$ cat src/rtl/pio_seq_pkg.sv
package pio_seq_pkg;

  typedef enum logic [2:0] {
    ST_IDLE    = 3'd0,
    ST_SETUP   = 3'd1,
    ST_STROBE  = 3'd2,
    ST_HOLD    = 3'd3,
    ST_RECOVER = 3'd4,
    ST_DONE    = 3'd5
  } seq_state_t;

  // Strobes from the control FSM to the datapath.
  typedef struct packed {
    logic accept;   // latch request fields
    logic selOn;    // address phase: chip select active
    logic oeOn;     // drive data bus
    logic rdOn;     // read strobe active
    logic wrOn;     // write strobe active
    logic capture;  // sample inbound data
    logic doneOn;   // completion pulse
    logic errOn;    // timeout flag
  } seq_ctl_t;

endpackage

$ cat src/rtl/pio_seq_ctrl.sv
module pio_seq_ctrl
  import pio_seq_pkg::*;
#(
  parameter int CNT_W   = 8,
  parameter int TMO_CYC = 250
) (
  input  logic             clk,
  input  logic             rstN,
  input  logic             reqValid,
  input  logic             reqWrite,
  input  logic [CNT_W-1:0] cfgSetup,
  input  logic [CNT_W-1:0] cfgPulse,
  input  logic [CNT_W-1:0] cfgHold,
  input  logic [CNT_W-1:0] cfgCycle,
  input  logic             devRdy,
  output logic             reqReady,
  output seq_ctl_t         ctl
);

  localparam int TMO_W = $clog2(TMO_CYC + 1);
  localparam int PH_W  = (CNT_W > TMO_W) ? CNT_W : TMO_W;
  localparam int EL_W  = $clog2(3 * (2 ** CNT_W) + TMO_CYC + 2);
  localparam logic [EL_W-1:0] EL_MAX = '1;

  function automatic logic [CNT_W-1:0] atLeastOne(input logic [CNT_W-1:0] v);
    return (v == '0) ? CNT_W'(1) : v;
  endfunction

  seq_state_t       state, nextState;
  logic [PH_W-1:0]  phaseCnt;
  logic [EL_W-1:0]  elapsed;
  logic [CNT_W-1:0] setupR, pulseR, holdR, cycleR;
  logic             isWrite, errR;

  logic [PH_W:0]    phaseNext;
  logic [EL_W:0]    elNext;
  logic             setupDone, pulseMet, holdDone, cycleMet, tmoHit;

  assign phaseNext = {1'b0, phaseCnt} + (PH_W+1)'(1);
  assign elNext    = {1'b0, elapsed} + (EL_W+1)'(1);
  assign setupDone = phaseNext >= (PH_W+1)'(setupR);
  assign pulseMet  = phaseNext >= (PH_W+1)'(pulseR);
  assign holdDone  = phaseNext >= (PH_W+1)'(holdR);
  assign tmoHit    = phaseNext >= (PH_W+1)'(TMO_CYC);
  assign cycleMet  = elNext >= (EL_W+1)'(cycleR);

  always_comb begin
    nextState = state;
    unique case (state)
      ST_IDLE:    if (reqValid) nextState = ST_SETUP;
      ST_SETUP:   if (setupDone) nextState = ST_STROBE;
      ST_STROBE: begin
        if (devRdy && pulseMet)     nextState = ST_HOLD;
        else if (!devRdy && tmoHit) nextState = ST_DONE;
      end
      ST_HOLD:    if (holdDone) nextState = cycleMet ? ST_DONE : ST_RECOVER;
      ST_RECOVER: if (cycleMet) nextState = ST_DONE;
      ST_DONE:    nextState = ST_IDLE;
      default:    nextState = ST_IDLE;
    endcase
  end

  always_ff @(posedge clk or negedge rstN) begin
    if (!rstN) begin
      state    <= ST_IDLE;
      phaseCnt <= '0;
      elapsed  <= '0;
      setupR   <= CNT_W'(1);
      pulseR   <= CNT_W'(1);
      holdR    <= CNT_W'(1);
      cycleR   <= CNT_W'(1);
      isWrite  <= 1'b0;
      errR     <= 1'b0;
    end else begin
      state <= nextState;
      if (state == ST_IDLE && reqValid) begin
        setupR   <= atLeastOne(cfgSetup);
        pulseR   <= atLeastOne(cfgPulse);
        holdR    <= atLeastOne(cfgHold);
        cycleR   <= atLeastOne(cfgCycle);
        isWrite  <= reqWrite;
        errR     <= 1'b0;
        elapsed  <= '0;
        phaseCnt <= '0;
      end else begin
        if (state != ST_IDLE && state != ST_DONE && elapsed != EL_MAX)
          elapsed <= elapsed + EL_W'(1);
        if (nextState != state)
          phaseCnt <= '0;
        else if (state == ST_SETUP || state == ST_STROBE || state == ST_HOLD)
          phaseCnt <= phaseCnt + PH_W'(1);
        if (state == ST_STROBE && nextState == ST_DONE)
          errR <= 1'b1;
      end
    end
  end

  always_comb begin
    ctl         = '0;
    ctl.accept  = (state == ST_IDLE) && reqValid;
    ctl.selOn   = (state == ST_SETUP) || (state == ST_STROBE) || (state == ST_HOLD);
    ctl.oeOn    = ctl.selOn && isWrite;
    ctl.rdOn    = (state == ST_STROBE) && !isWrite;
    ctl.wrOn    = (state == ST_STROBE) && isWrite;
    ctl.capture = (state == ST_HOLD) && (phaseCnt == '0) && !isWrite;
    ctl.doneOn  = (state == ST_DONE);
    ctl.errOn   = (state == ST_DONE) && errR;
  end

  assign reqReady = (state == ST_IDLE);

  // completion is a single-cycle pulse
  p_done_pulse_r11: assert property (@(posedge clk) disable iff (!rstN)
    ctl.doneOn |=> !ctl.doneOn);

  // ready still low at the last allowed strobe cycle ends in an error completion
  p_timeout_err_r9: assert property (@(posedge clk) disable iff (!rstN)
    (state == ST_STROBE && !devRdy && phaseNext == (PH_W+1)'(TMO_CYC))
      |=> (ctl.doneOn && ctl.errOn));

  // a normal strobe end never happens before the programmed width
  p_pulse_min_r3: assert property (@(posedge clk) disable iff (!rstN)
    (state == ST_STROBE && devRdy && phaseNext < (PH_W+1)'(pulseR)) |=> (state == ST_STROBE));

endmodule

$ cat src/rtl/pio_seq_dpath.sv
module pio_seq_dpath
  import pio_seq_pkg::*;
#(
  parameter int ADDR_W = 5,
  parameter int DATA_W = 16,
  parameter int CS_NUM = 2,
  localparam int CS_W  = (CS_NUM > 1) ? $clog2(CS_NUM) : 1
) (
  input  logic              clk,
  input  logic              rstN,
  input  seq_ctl_t          ctl,
  input  logic [ADDR_W-1:0] reqAddr,
  input  logic [CS_W-1:0]   reqCs,
  input  logic [DATA_W-1:0] reqWdata,
  input  logic [DATA_W-1:0] devDataIn,
  output logic [ADDR_W-1:0] devAddr,
  output logic [CS_NUM-1:0] devCsN,
  output logic              devRdN,
  output logic              devWrN,
  output logic [DATA_W-1:0] devDataOut,
  output logic              devDataOe,
  output logic [DATA_W-1:0] rdData
);

  logic [ADDR_W-1:0] addrR;
  logic [CS_W-1:0]   csR;
  logic [DATA_W-1:0] wdataR, rdDataR;

  always_ff @(posedge clk or negedge rstN) begin
    if (!rstN) begin
      addrR   <= '0;
      csR     <= '0;
      wdataR  <= '0;
      rdDataR <= '0;
    end else begin
      if (ctl.accept) begin
        addrR  <= reqAddr;
        csR    <= reqCs;
        wdataR <= reqWdata;
      end
      if (ctl.capture) rdDataR <= devDataIn;
    end
  end

  for (genvar i = 0; i < CS_NUM; i++) begin : g_cs
    assign devCsN[i] = !(ctl.selOn && (csR == CS_W'(i)));
  end

  assign devAddr    = addrR;
  assign devRdN     = !ctl.rdOn;
  assign devWrN     = !ctl.wrOn;
  assign devDataOut = wdataR;
  assign devDataOe  = ctl.oeOn;
  assign rdData     = rdDataR;

  // the bus is never driven while the slave is asked to drive it
  p_oe_not_read_r8: assert property (@(posedge clk) disable iff (!rstN)
    devDataOe |-> devRdN);

  // strobes mutually exclusive
  p_strobe_excl_r12: assert property (@(posedge clk) disable iff (!rstN)
    !devRdN |-> devWrN);

  // at most one chip select active
  p_cs_onehot_r2: assert property (@(posedge clk) disable iff (!rstN)
    $onehot0(~devCsN));

endmodule

$ cat src/rtl/pio_host_seq.sv
module pio_host_seq
  import pio_seq_pkg::*;
#(
  parameter int ADDR_W  = 5,
  parameter int DATA_W  = 16,
  parameter int CS_NUM  = 2,
  parameter int CNT_W   = 8,
  parameter int TMO_CYC = 250,
  localparam int CS_W   = (CS_NUM > 1) ? $clog2(CS_NUM) : 1
) (
  input  logic              clk,
  input  logic              rstN,
  input  logic              reqValid,
  output logic              reqReady,
  input  logic              reqWrite,
  input  logic [ADDR_W-1:0] reqAddr,
  input  logic [CS_W-1:0]   reqCs,
  input  logic [DATA_W-1:0] reqWdata,
  input  logic [CNT_W-1:0]  cfgSetup,
  input  logic [CNT_W-1:0]  cfgPulse,
  input  logic [CNT_W-1:0]  cfgHold,
  input  logic [CNT_W-1:0]  cfgCycle,
  output logic              done,
  output logic              error,
  output logic [DATA_W-1:0] rdData,
  output logic [ADDR_W-1:0] devAddr,
  output logic [CS_NUM-1:0] devCsN,
  output logic              devRdN,
  output logic              devWrN,
  output logic [DATA_W-1:0] devDataOut,
  output logic              devDataOe,
  input  logic [DATA_W-1:0] devDataIn,
  input  logic              devRdy
);

  seq_ctl_t ctl;

  pio_seq_ctrl #(.CNT_W(CNT_W), .TMO_CYC(TMO_CYC)) u_ctrl (
    .clk(clk), .rstN(rstN), .reqValid(reqValid), .reqWrite(reqWrite),
    .cfgSetup(cfgSetup), .cfgPulse(cfgPulse), .cfgHold(cfgHold), .cfgCycle(cfgCycle),
    .devRdy(devRdy), .reqReady(reqReady), .ctl(ctl)
  );

  pio_seq_dpath #(.ADDR_W(ADDR_W), .DATA_W(DATA_W), .CS_NUM(CS_NUM)) u_dpath (
    .clk(clk), .rstN(rstN), .ctl(ctl), .reqAddr(reqAddr), .reqCs(reqCs),
    .reqWdata(reqWdata), .devDataIn(devDataIn), .devAddr(devAddr), .devCsN(devCsN),
    .devRdN(devRdN), .devWrN(devWrN), .devDataOut(devDataOut), .devDataOe(devDataOe),
    .rdData(rdData)
  );

  assign done  = ctl.doneOn;
  assign error = ctl.errOn;

  // while busy, the address presented to the slave cannot change
  p_refuse_busy_r10: assert property (@(posedge clk) disable iff (!rstN)
    !reqReady |=> $stable(devAddr));

  // a strobe only starts after a cycle with chip select already low
  p_setup_first_r2: assert property (@(posedge clk) disable iff (!rstN)
    ($fell(devRdN) || $fell(devWrN)) |-> $past(~devCsN != '0));

  // after a normal strobe end the chip select is still held
  p_hold_after_r4: assert property (@(posedge clk) disable iff (!rstN)
    (($rose(devRdN) || $rose(devWrN)) && !error) |-> (~devCsN != '0));

  // error flag only with done
  p_err_with_done_r11: assert property (@(posedge clk) disable iff (!rstN)
    error |-> done);

endmodule

$ cat config.mk
export PLATFORM = sky130hd
export DESIGN_NAME = pio_host_seq
export DESIGN_NICKNAME = d
export VERILOG_FILES = /design/src/rtl/pio_seq_pkg.sv /design/src/rtl/pio_seq_ctrl.sv /design/src/rtl/pio_seq_dpath.sv /design/src/rtl/pio_host_seq.sv
export SDC_FILE = /design/constraint.sdc
export NUM_CORES = 1
export LEC_CHECK = 0
export ABC_AREA = 1
export CAP_MARGIN = 20
export CORE_ASPECT_RATIO = 0.6
export CORE_MARGIN = 8
export CORE_UTILIZATION = 30
export DETAILED_ROUTE_END_ITERATION = 6
export HOLD_SLACK_MARGIN = 0.05
export PLACE_DENSITY = 0.63
export REMOVE_ABC_BUFFERS = 1
export SLEW_MARGIN = 20
export SYNTH_ARGS = -nofsm -noshare
export SYNTH_HDL_FRONTEND = slang
export SYNTH_SLANG_ARGS = --single-unit
$ cat constraint.sdc
create_clock -name clk -period 6.5 [get_ports clk]
set_input_delay 1.3 -clock clk [delete_from_list [all_inputs] [get_ports clk]]
set_output_delay 1.3 -clock clk [all_outputs]
set_load 0.1 [all_outputs]
== Word level (Yosys, flattened, before mapping) ==
Cells that the tools add are included.

* Flip-flop bits (word level): 93
* Input bits: 75
* Output and inout port bits: 45
* Word-level logic and storage cells: 83

* $add $sub $neg: 4
* Order comparisons: 5
* Equal/unequal tests: 9
* Multiplexer cells: 19
* Bitwise operators: 1
* Reduce and logical (&&, ||, !) cells: 32

{| class="wikitable"
|+ Operator list
! operator !! count
|-
| $mux W8 || 7
|-
| $logic_not A8 Y1 || 5
|-
| $ge A9 B8 Y1 || 3
|-
| $mux W10 || 2
|-
| $mux W3 || 6
|-
| $pmux W3 S5 || 1
|-
| $logic_and A1 B1 Y1 || 14
|-
| $add A10 B1 Y11 const B || 1
|-
| $ge A11 B8 Y1 || 1
|-
| $add A10 B1 Y10 const B || 1
|-
| $ne A10 B10 Y1 const B || 1
|-
| $add A8 B1 Y9 const B || 1
|-
| $eq A3 B3 Y1 const B || 3
|-
| $ge A9 B8 Y1 const B || 1
|-
| $add A8 B1 Y8 const B || 1
|-
| $eq A3 B2 Y1 const B || 2
|-
| $logic_not A1 Y1 || 6
|-
| $reduce_bool A3 Y1 || 2
|-
| $reduce_bool A2 Y1 || 2
|-
| $eq A3 B1 Y1 const B || 1
|-
| $logic_not A3 Y1 || 1
|-
| $mux W1 || 3
|-
| $ne A3 B3 Y1 || 1
|-
| $ne A3 B3 Y1 const B || 1
|-
| other kinds (2) || 3
|}

== Depth between registers and ports, before layout ==
* Depth in word-level cells: 10
* Gate-level depth with buffers: 26
* Depth with buffers taken out: 25

== Modules after synthesis ==
A second synthesis with hierarchy kept.

* Cell total of the unflattened synthesis: 639
* Area total of the unflattened synthesis: 5132.4 µm²

{| class="wikitable"
|+ By module, submodules not included
! module !! instances !! cells an instance !! area an instance (µm²) !! sequential area each (µm²)
|-
| pio_seq_ctrl || 1 || 472 || 3652.3 || 1381.3
|-
| pio_seq_dpath || 1 || 167 || 1480.2 || 950.9
|}

== Least setup slack after synthesis ==
OpenSTA, ideal clock, no wires.

* Kind: register to output
* From: register u_ctrl.state[2]
* To: output error
* Arrival: 2.729 ns
* Data required time: 5.200 ns
* Slack: 2.471 ns
* Cell stages (with the launch flop): 4
* Path buffers: 1
* Path through: dfrtp_1 clkbuf_1 inv_1 nor3_1

* Cells in the longest elaborated chain, start to end: 2

{| class="wikitable"
|+ Ends and longest elaborated chain
! item !! line !! source
|-
| start, declared || pio_seq_ctrl.sv:29 || <nowiki>seq_state_t state, nextState;</nowiki>
|-
| start signal, assigned || pio_seq_ctrl.sv:75 || <nowiki>state <= nextState;</nowiki>
|-
| $eq A3 B3 Y1 || pio_seq_ctrl.sv:107 || <nowiki>ctl.errOn = (state == ST_DONE) && errR;</nowiki>
|-
| $logic_and A1 B1 Y1 || pio_seq_ctrl.sv:107 ||
|-
| end, declared || pio_host_seq.sv:24 || <nowiki>output logic error,</nowiki>
|}

Every way passes these cells.

== Worst setup path in the final report ==
* From: register u_ctrl.state[0]
* To: output devCsN[0]

* Cells in the longest elaborated chain, start to end: 5
* Elaborated cells between the ends (all ways): 7
* Classes of those cells: eq/ne: 3; reduce/logical: 4

{| class="wikitable"
|+ Ends and longest elaborated chain
! item !! line !! source
|-
| $eq A3 B1 Y1 / $eq A3 B2 Y1 (equally long branches) || pio_seq_ctrl.sv:101 || <nowiki>ctl.selOn = (state == ST_SETUP) || (state == ST_STROBE) || (state == ST_HOLD);</nowiki>
|-
| $logic_or A1 B1 Y1 || pio_seq_ctrl.sv:101 ||
|-
| $logic_or A1 B1 Y1 * || pio_seq_ctrl.sv:101 ||
|-
| $logic_and A1 B1 Y1 * || pio_seq_dpath.sv:46 || <nowiki>assign devCsN[i] = !(ctl.selOn && (csR == CS_W'(i)));</nowiki>
|-
| $logic_not A1 Y1 * || pio_seq_dpath.sv:46 ||
|-
| end, declared || pio_host_seq.sv:27 || <nowiki>output logic [CS_NUM-1:0] devCsN,</nowiki>
|}

Every way passes the cells marked *; elsewhere a longest branch is shown, timed or not.

==> impl_metrics.json <==
{
  "outcome": "finished, final reports clean",
  "tns_ps": 0,
  "synth-warning-count": 0,
  "ctsHoldBuffers": 0,
  "die_y_microns": 116.6,
  "critPathKind": "register to output pin",
  "port_buffers": 119,
  "postRouteAntennaNets": 0,
  "setup_repair_after_global_routing_missed_its_margin": "no",
  "cells_traversed_along_the_worst_timing_path": "nor2_1 > nor2_2 > clkinv_1 > or2_2 > clkdlybuf4s50_1",
  "synth_enable_flop_cells": 0,
  "multiInputGateArea_sq_um": 2320,
  "grt_start_max_net_pins": 53,
  "worst_hold_path_type": "register to register",
  "fin_nets": 790,
  "timing.hold.worst_path_depth": 2,
  "dr_total_vias": 4010,
  "final.period_utilization_pct": 66.85,
  "clk_path_buf_depth": 2,
  "postCtsSetupRepairBufs": 0,
  "detail_route.wirelength_mm": 13.01,
  "worst-slew-pin-transition_ps": 1026,
  "data_arrival_at_the_endpoint_of_the_critical_path_ps": 3050,
  "synthesis.area_per_instance_sq_um": 9.019,
  "critical_path.max_fanout": 10,
  "antennaDiodeCount": 0,
  "grt_pass1_vias": 4342,
  "max_freq_ghz": 0.2301,
  "critical_path.n_buffers_inverters": 2,
  "clock_tree_from_tritoncts": "built",
  "boundaryPins": 120,
  "total_power_mw": 3.778,
  "synth-main-ff-cell": "sky130_fd_sc_hd__dfrtp_1",
  "grt_overflow": 0,
  "placeableCoreArea_sq_um": 16350,
  "cpPeakStageDelay_ps": 970,
  "synth_async_sr_flop_share_pct": 100.0,
  "fraction_of_final_layout_cells_with_drive_strength_greater_than_1_pct": 12.88,
  "postCtsResizedCells": 0,
  "drc": 0,
  "cp_max_delay_cell": "sky130_fd_sc_hd__clkdlybuf4s50_1",
  "sequential_share_of_the_synthesized_area_pct": 46.09,
  "startpoint_type": "register",
  "slew_viol_final": 0,
  "final_area_sq_um": 6827,
  "powerDensity_nw_per_um2": 553.4,
  "mappedNetlistArea_sq_um": 5060,
  "yosysTopAreaCellShare_pct": 44.02,
  "htree_num_levels": 3,
  "drv_cap": 0,
  "antenna_violations_before_repair": 1,
  "crit_path_end_kind": "output pin",
  "cts_buffers": 9,
  "ys_seq_elements": 93,
  "root_buffer_cell": "sky130_fd_sc_hd__clkbuf_16",
  "grt.total_usage_pct": 13.00,
  "layout.cells.most_common_list": "118 x sky130_fd_sc_hd__clkdlybuf4s50_1, 106 x sky130_fd_sc_hd__nand2_1, 89 x sky130_fd_sc_hd__dfrtp_1",
  "worst_ep_required_time_ps": 5200,
  "yosys-top-cells-area": "sky130_fd_sc_hd__dfrtp_1 44%, sky130_fd_sc_hd__ha_1 8.9%, sky130_fd_sc_hd__mux2_2 8.5%, sky130_fd_sc_hd__nand2_1 7.9%, sky130_fd_sc_hd__inv_1 6.5%",
  "maximum_ir_drop_on_the_vdd_rail_mv": 0.3697,
  "route.detailed.vias_per_inst": 4.402,
  "fillerInstances": 1612,
  "design.die.area_sq_um": 21410,
  "drt_pass1_iterations": 5,
  "timing.critical_path.depth": 5,
  "report.final.hold_viol_count": 0,
  "clock-skew-final_ps": 10.63,
  "syn_to_final_growth_pct": 34.92,
  "postSynthCellCount": 561,
  "max_slew_margin_pct": 31.38,
  "clock_sinks": 93,
  "sequential_cell_area_sq_um": 2332,
  "critPathTopFamily": "buffers and inverters",
  "floorplan.rows": 36,
  "yosys.area.top_type": "sky130_fd_sc_hd__dfrtp_1",
  "drtIter0Drc": 233,
  "worst_skew_pair.late_latency_ps": 350,
  "timing.reg2reg.worst_path_depth": 23,
  "dp.final_hpwl_mm": 10.03,
  "post_synth_num_cell_types": 37,
  "floorplan.initialDensity_pct": 30.95,
  "clk_transition_reported_paths_ps": 60,
  "most_common_library_cell_in_the_layout_ignoring_fill_and_taps": "sky130_fd_sc_hd__clkdlybuf4s50_1",
  "post-route-min-period_ps": 4345,
  "die_x_microns": 183.7,
  "placed_area_sq_um": 6482,
  "routabilityCongestion": 0.7773,
  "first_pass_grt_wire_length_mm": 21.99,
  "post_route_core_utilization_pct": 41.75,
  "power.leakage_nw": 3.297,
  "drt-wirelength-per-cell_microns": 14.29,
  "report.final.setup_viol": 0
}
power breakdown:
group	switching (mW)	internal, mW
logic	1.58	0.604
registers	0.134	0.837
clock network	0.241	0.380
total	1.96	1.82
final cells by class:
cell class,instances,area share [%]
multi-input cells,363,33.98
inverters,91,5.004
well taps,228,4.179
flip-flops and latches,93,34.16
clock buffers,9,3.299
repair buffers,121,17.63
clock inverters,6,1.741
worst register-to-register path, delay by kind of cell (launching register included):
family | cells | cell delay, ps
simple gates | 18 | 1730
flops | 1 | 550
fa+ha+maj | 2 | 550
buf+inv | 2 | 230
compound gates | 1 | 160
flip-flops by register name (all words and copies together) (netlist names):
register            flops
u_dpath.rdData         16
u_dpath.csR             1
u_ctrl.holdR            8
u_dpath.devAddr         5
u_ctrl.phaseCnt         8
u_ctrl.isWrite          1
u_ctrl.state            3
u_ctrl.cycleR           8
u_ctrl.setupR           8
u_ctrl.pulseR           8
u_ctrl.errR             1
u_dpath.devDataOut     16
u_ctrl.elapsed         10
per-layer routing:
layer	GRT usage, %	up-vias	wire, microns
met3	7.269	8	1669
met1	17.32	1817	6460
met2	17.77	119	4800
met5	0	-	9
li1	-	2064	-
met4	3.128	2	74
Yosys cell counts (2+ instances only):
cell / count
sky130_fd_sc_hd__nor2_4: 2
sky130_fd_sc_hd__nor3_2: 2
sky130_fd_sc_hd__o21ai_0: 24
sky130_fd_sc_hd__xnor2_1: 2
sky130_fd_sc_hd__clkinv_1: 2
sky130_fd_sc_hd__nor2_1: 38
sky130_fd_sc_hd__buf_2: 2
sky130_fd_sc_hd__xor2_1: 6
sky130_fd_sc_hd__nor3_1: 5
sky130_fd_sc_hd__nand3_1: 13
sky130_fd_sc_hd__nand2_4: 2
sky130_fd_sc_hd__ha_1: 36
sky130_fd_sc_hd__dfstp_2: 4
sky130_fd_sc_hd__inv_1: 88
sky130_fd_sc_hd__nand2_2: 9
sky130_fd_sc_hd__dfrtp_1: 89
sky130_fd_sc_hd__o21ai_1: 2
sky130_fd_sc_hd__nand4_1: 23
sky130_fd_sc_hd__nor4_1: 5
sky130_fd_sc_hd__clkbuf_1: 10
sky130_fd_sc_hd__nand3_2: 3
sky130_fd_sc_hd__a21oi_1: 27
sky130_fd_sc_hd__a41oi_1: 4
sky130_fd_sc_hd__a21o_1: 2
sky130_fd_sc_hd__nand2_1: 107
sky130_fd_sc_hd__mux2_2: 38
sky130_fd_sc_hd__nor2_2: 6
kinds of logic after synthesis:
kind of cell | synth area share, %
and+or+nand+nor | 20.01
AOI/OAI and AO/OA | 6.949
buffers and inverters | 8.210
muxes | 8.457
xor gates and xnor gates | 1.385
adders and majority gates | 8.902
DFF | 46.09
final timing paths:
check	start	to	slack, ps
max	u_ctrl.state[0]$_DFF_PN0_	devCsN[0]	2150
min in group asynchronous	rstN	u_dpath.devDataOut[12]$_DFFE_PN0P_	950
min reg2reg	u_ctrl.setupR[2]$_DFFE_PN0P_	u_ctrl.setupR[2]$_DFFE_PN0P_	490
max reg2reg	u_ctrl.phaseCnt[0]$_DFFE_PN0P_	u_ctrl.phaseCnt[0]$_DFFE_PN0P_	3200
max in group asynchronous	rstN	u_dpath.devDataOut[3]$_DFFE_PN0P_	4460
min	u_ctrl.setupR[2]$_DFFE_PN0P_	u_ctrl.setupR[2]$_DFFE_PN0P_	490
through the flow:
| step | worst slack [ps] | std cells | hold slack (ps) |
|---|---|---|---|
| floorplan | 1690 | 547 | 453.0 |
| global placement | 2570 | 896 | 469.2 |
| detailed placement | 2574 | 896 | 477.6 |
| CTS | 2182 | 911 | 495.5 |
| global route | 2010 | 911 | 520.1 |
| finish | 2155 | 911 | 487.3 |
Power figures use the tool's default switching activity.
